===== config.mk =====
export PLATFORM = sky130hd
export DESIGN_NAME = bsc_psa_prpg_top
export DESIGN_NICKNAME = d
export VERILOG_FILES = /design/src/rtl/bsc_pkg.sv /design/src/rtl/bsc_op_decode.sv /design/src/rtl/bsc_chain.sv /design/src/rtl/bsc_update_reg.sv /design/src/rtl/bsc_serial_out.sv /design/src/rtl/bsc_psa_prpg_top.sv
export SDC_FILE = /design/constraint.sdc
export NUM_CORES = 1
export LEC_CHECK = 0
export BUFFER_PORTS_ARGS = -buffer_cell sky130_fd_sc_hd__buf_2
export CAP_MARGIN = 20
export CORE_MARGIN = 4
export CORE_UTILIZATION = 54
export CTS_CLUSTER_DIAMETER = 80
export CTS_CLUSTER_SIZE = 28
export DETAILED_ROUTE_END_ITERATION = 6
export GPL_TIMING_DRIVEN = 0
export PLACE_DENSITY = 0.8
export SKIP_LAST_GASP = 1
export SYNTH_ARGS = -nofsm -noshare
export SYNTH_HDL_FRONTEND = slang
export SYNTH_SLANG_ARGS = --single-unit

===== constraint.sdc =====
create_clock -name tclk -period 1.8 [get_ports tclk]
set_input_delay 0.18 -clock tclk [delete_from_list [all_inputs] [get_ports tclk]]
set_output_delay 0.18 -clock tclk [all_outputs]
set_load 0.02 [all_outputs]

===== src/rtl/bsc_pkg.sv =====
package bsc_pkg;
  typedef enum logic [2:0] {
    OP_HOLD    = 3'd0,
    OP_CAPTURE = 3'd1,
    OP_SHIFT   = 3'd2,
    OP_SIG     = 3'd3,
    OP_GEN     = 3'd4
  } chain_op_e;
endpackage


===== src/rtl/bsc_op_decode.sv =====
module bsc_op_decode
  import bsc_pkg::*;
(
  input  logic      sel_chain,
  input  logic      st_capture,
  input  logic      st_shift,
  input  logic      st_idle,
  input  logic      mode_sig,
  input  logic      mode_gen,
  output chain_op_e op
);
  always_comb begin
    op = OP_HOLD;
    if (sel_chain) begin
      if (st_capture)              op = OP_CAPTURE;
      else if (st_shift)           op = OP_SHIFT;
      else if (st_idle && mode_gen) op = OP_GEN;
      else if (st_idle && mode_sig) op = OP_SIG;
    end
  end
endmodule


===== src/rtl/bsc_chain.sv =====
module bsc_chain
  import bsc_pkg::*;
#(
  parameter int          N_IN  = 9,
  parameter int          N_OUT = 9,
  parameter logic [63:0] TAPS  = 64'h81,
  parameter logic [63:0] SEED  = 64'h1
) (
  input  logic                    clk,
  input  logic                    rst,
  input  chain_op_e               op,
  input  logic                    si,
  input  logic [N_IN-1:0]         pad_in,
  input  logic [N_OUT-1:0]        pad_obs,
  output logic [N_IN+N_OUT-1:0]   chain_q
);
  localparam int L = N_IN + N_OUT;
  localparam logic [L-1:0] TAP_MASK  = TAPS[L-1:0];
  localparam logic [L-1:0] SEED_VAL  = SEED[L-1:0];

  function automatic logic [L-1:0] lfsr_step(input logic [L-1:0] s);
    return {^(s & TAP_MASK), s[L-1:1]};
  endfunction

  logic [L-1:0] sig_mix;
  logic [L-1:0] nxt;

  // signature injection: each input cell XORs its pad into its own stage
  genvar g;
  generate
    for (g = 0; g < L; g++) begin : g_mix
      if (g < N_IN) begin : g_in
        assign sig_mix[g] = pad_in[g];
      end else begin : g_out
        assign sig_mix[g] = 1'b0;
      end
    end
  endgenerate

  always_comb begin
    nxt = chain_q;
    unique case (op)
      OP_CAPTURE: nxt = {pad_obs, pad_in};
      OP_SHIFT:   nxt = {si, chain_q[L-1:1]};
      OP_SIG:     nxt = lfsr_step(chain_q) ^ sig_mix;
      OP_GEN:     nxt = (chain_q == '0) ? SEED_VAL : lfsr_step(chain_q);
      default:    nxt = chain_q;
    endcase
  end

  always_ff @(posedge clk) begin
    if (rst) chain_q <= '0;
    else     chain_q <= nxt;
  end
endmodule


===== src/rtl/bsc_update_reg.sv =====
module bsc_update_reg #(
  parameter int W = 9
) (
  input  logic         clk,
  input  logic         rst,
  input  logic         load,
  input  logic [W-1:0] d,
  output logic [W-1:0] q
);
  always_ff @(posedge clk) begin
    if (rst)       q <= '0;
    else if (load) q <= d;
  end
endmodule


===== src/rtl/bsc_serial_out.sv =====
module bsc_serial_out (
  input  logic clk,
  input  logic rst,
  input  logic shift_en,
  input  logic bit_in,
  output logic so,
  output logic so_en
);
  always_ff @(negedge clk) begin
    if (rst) begin
      so    <= 1'b0;
      so_en <= 1'b0;
    end else begin
      so    <= bit_in;
      so_en <= shift_en;
    end
  end
endmodule


===== src/rtl/bsc_psa_prpg_top.sv =====
module bsc_psa_prpg_top
  import bsc_pkg::*;
#(
  parameter int          N_IN  = 9,
  parameter int          N_OUT = 9,
  parameter logic [63:0] TAPS  = 64'h81,
  parameter logic [63:0] SEED  = 64'h1
) (
  input  logic             tclk,
  input  logic             rst,
  input  logic             scan_in,
  input  logic             st_capture,
  input  logic             st_shift,
  input  logic             st_update,
  input  logic             st_idle,
  input  logic             sel_chain,
  input  logic             mode_drive,
  input  logic             mode_sig,
  input  logic             mode_gen,
  input  logic [N_IN-1:0]  pad_in,
  input  logic [N_OUT-1:0] core_out,
  output logic [N_OUT-1:0] pad_out,
  output logic             scan_out,
  output logic             scan_out_en
);
  localparam int L = N_IN + N_OUT;

  chain_op_e        op;
  logic [L-1:0]     chain_q;
  logic [N_OUT-1:0] upd_q;

  bsc_op_decode u_dec (
    .sel_chain (sel_chain),
    .st_capture(st_capture),
    .st_shift  (st_shift),
    .st_idle   (st_idle),
    .mode_sig  (mode_sig),
    .mode_gen  (mode_gen),
    .op        (op)
  );

  bsc_chain #(.N_IN(N_IN), .N_OUT(N_OUT), .TAPS(TAPS), .SEED(SEED)) u_chain (
    .clk    (tclk),
    .rst    (rst),
    .op     (op),
    .si     (scan_in),
    .pad_in (pad_in),
    .pad_obs(pad_out),
    .chain_q(chain_q)
  );

  bsc_update_reg #(.W(N_OUT)) u_upd (
    .clk (tclk),
    .rst (rst),
    .load(st_update && sel_chain),
    .d   (chain_q[L-1:N_IN]),
    .q   (upd_q)
  );

  bsc_serial_out u_so (
    .clk     (tclk),
    .rst     (rst),
    .shift_en(st_shift && sel_chain),
    .bit_in  (chain_q[0]),
    .so      (scan_out),
    .so_en   (scan_out_en)
  );

  always_comb begin
    if (mode_gen)        pad_out = chain_q[L-1:N_IN];
    else if (mode_drive) pad_out = upd_q;
    else                 pad_out = core_out;
  end
endmodule


==> flow_metrics.tcl <==
set metrics [dict create \
    ys_warn_count 0 \
    areaGrowthSynthToFinish_pct 17.7 \
    synthMuxAreaShare_pct 10.1 \
    synth_top_flop_cell "dfxtp_1" \
    dp.cells 310 \
    routedWlPerCell_microns 15.0 \
    routed_wl_mm 4.78 \
    fill_cells 307 \
    netlist_area_sq_um 1780 \
    clk_pin_slew_ns 0.11 \
    worstMarginPinSlew_ns 0.542 \
    hpwl_mm 3.44 \
    critPathKind "reg2out" \
    numCtsBuffers 5 \
    yosysSeqAreaShare_pct 32.5 \
    drc 0 \
    multi_input_area_sq_um 1090 \
    clock_latency_ns 0.39 \
    fin_ws_ns -0.101 \
    rsz0062_at_grt "true" \
    drive_above_1_share_pct 21.8 \
    relSlewSlack_pct 63.6 \
    grt_usage_pct 24.4 \
    ant_nets 0 \
    clock_skew_ns 0.0534 \
    final_util_pct 67.7 \
    ios 40 \
    cts_buffer_depth 2 \
    hold_buffers 0 \
    synth_cell_types 36 \
    violations "negative setup slack" \
    gp_congestion 0.930 \
    die_x_microns 65.5 \
    outcome "finished, violations left" \
    cts.sinks 29 \
    cts_tree "built" \
    worst-path-max-fanout 1 \
    synth_top_family_by_area "simple AND/OR/NAND/NOR gates" \
    crit_arrival_ns 1.72 \
    root_buffer "clkbuf_4" \
    drv_slew 0 \
    async_flop_share_pct 0 \
    ff_latch_area_sq_um 583 \
    path_cells "buf_6" \
    row_count 20 \
    synth_edf_count 0 \
    mostFrequentLayoutCells "buf_2 (38), nand2_1 (31), dfxtp_1 (27), nor2_1 (26), o21ai_0 (25)" \
    via_per_inst 5.67 \
    hold_class "in2reg" \
    leakage_nw 0.816 \
    max_stage_delay_ns 0.31 \
    h-tree-depth 2 \
    required_ns 1.62 \
    antenna_found_initial 0 \
    avgSynthCellArea_sq_um 7.66 \
    start_util_pct 57.5 \
    synth_simple_gate_area_share_pct 27.1 \
    final_common_cell "buf_2" \
    drt_first_pass_iters 4 \
    grt_pass1_wl_mm 8.13 \
    portBuffers 33 \
    cts_setup_buffers 0 \
    syn_inst 233 \
    antenna_cells 0 \
    worst-path-buf-inv 1 \
    final_nets 303 \
    die_area_sq_um 4290 \
    vias 1810 \
    overflow 0 \
    power.density_nw_per_um2 775 \
    synthXorXnorAreaFrac_pct 0.982 \
    die_h_microns 65.5 \
    synth_nets 262 \
    final-setup-viol-count 2 \
    cts_resized 6 \
    ys_ff_latch 29 \
    slowest_stage "dfxtp_2" \
    finalHoldViolations 0 \
    tns_ns -0.200 \
    max_cap_viol_count 0 \
    grt_pass1_vias 1717 \
    drtIter0Drc 149 \
    core-area_sq_um 3100 \
    grt_max_degree 11 \
    finalNonFillerCells 319 \
    synth_compound_area_share_pct 22.7 \
    critical_path.top_delay_family "flip-flops" \
    whs_ns 0.123 \
    endpoint_kind "output pin" \
    yosys.area_share.adder_pct 0 \
    ir_drop_mv 0.438 \
    startpoint_type "register" \
]
==> power by group <==
group / switching (mW) / leakage [nW] / total, mW / internal (mW)
Sequential: 0.0465 / 0.239 / 0.729 / 0.683
Clock: 0.268 / 0.0480 / 0.559 / 0.291
Combinational: 0.198 / 0.529 / 0.340 / 0.142
==> final timing paths <==
kind	start	end	slack (ns)	cells past startpoint
max	u_so.so_en$_SDFF_NP0_	scan_out_en	-0.10	1
min	pad_in[5]	u_chain.chain_q[5]$_SDFFE_PP0P_	0.12	3
max reg2reg	u_chain.chain_q[12]$_SDFFE_PP0P_	u_chain.chain_q[0]$_SDFFE_PP0P_	0.25	4
min reg2reg	u_upd.q[5]$_SDFFE_PP0P_	u_upd.q[5]$_SDFFE_PP0P_	0.47	2
==> worst reg2reg max path: stages, from the launching register on <==
cell      delay [ns]
dfxtp_1         0.37
or4_4           0.56
nor4_4          0.24
a221oi_1        0.12
o22ai_1         0.18
==> metal layers <==
metal | share of wire, % | global-route usage [%]
met1 | 44 | 31.1
met2 | 47 | 40.6
met3 | 6.1 | 4.27
met4 | 2.0 | 10.1
met5 | 0 | 0
==> area by class of cell <==
class                      count  share of cell area, %
buffer                        18                   5.06
clock inverter                 5                   2.26
timing repair buffer          33                   8.46
inverter                       2                  0.357
tap                           44                   2.62
clock buffer                   5                   1.79
multi-input combinational    183                   51.7
sequential                    29                   27.8
==> per-stage QoR <==
stage | setup slack (ns) | instance area [sq um] | power [mW]
floorplan | 0.0809 | 1780 | 0.978
global placement | -0.234 | 2000 | 1.08
detailed placement | -0.295 | 2000 | 1.09
CTS | -0.0974 | 2100 | 1.62
global route | -0.119 | 2100 | 1.69
finish | -0.101 | 2100 | 1.63
==> Yosys cell counts (2+ instances only) <==
master,number,area [sq um]
clkbuf_1,6,22.5
nand3b_1,7,52.6
buf_6,3,33.8
nor4_1,3,18.8
o21ai_0,25,125
xor2_1,2,17.5
a21oi_1,17,85.1
buf_4,2,15.0
nand2_1,31,116
nand3_1,10,50.1
dfxtp_1,29,581
inv_1,2,7.51
nor2_1,26,97.6
nor2b_1,8,50.1
mux2i_1,18,180
nor4_4,2,42.5
buf_2,7,35.0
a211oi_1,8,60.1
a31oi_1,8,50.1
o21a_1,3,22.5
==> registers in the layout, indices dropped and copies added, names as in the netlist <==
name	flops
u_chain.chain_q	18
u_so.so	1
u_so.so_en	1
u_upd.q	9
==> cell families (layout without fill, tap and decap cells) <==
| family | count (synthesis) | after routing |
|---|---|---|
| and+or+nand+nor | 94 | 94 |
| AOI/OAI and AO/OA | 69 | 69 |
| DFF | 29 | 29 |
| buffers and inverters | 21 | 63 |
| muxes | 18 | 18 |
| xor gates and xnor gates | 2 | 2 |
(Power assumes the default switching activity.)
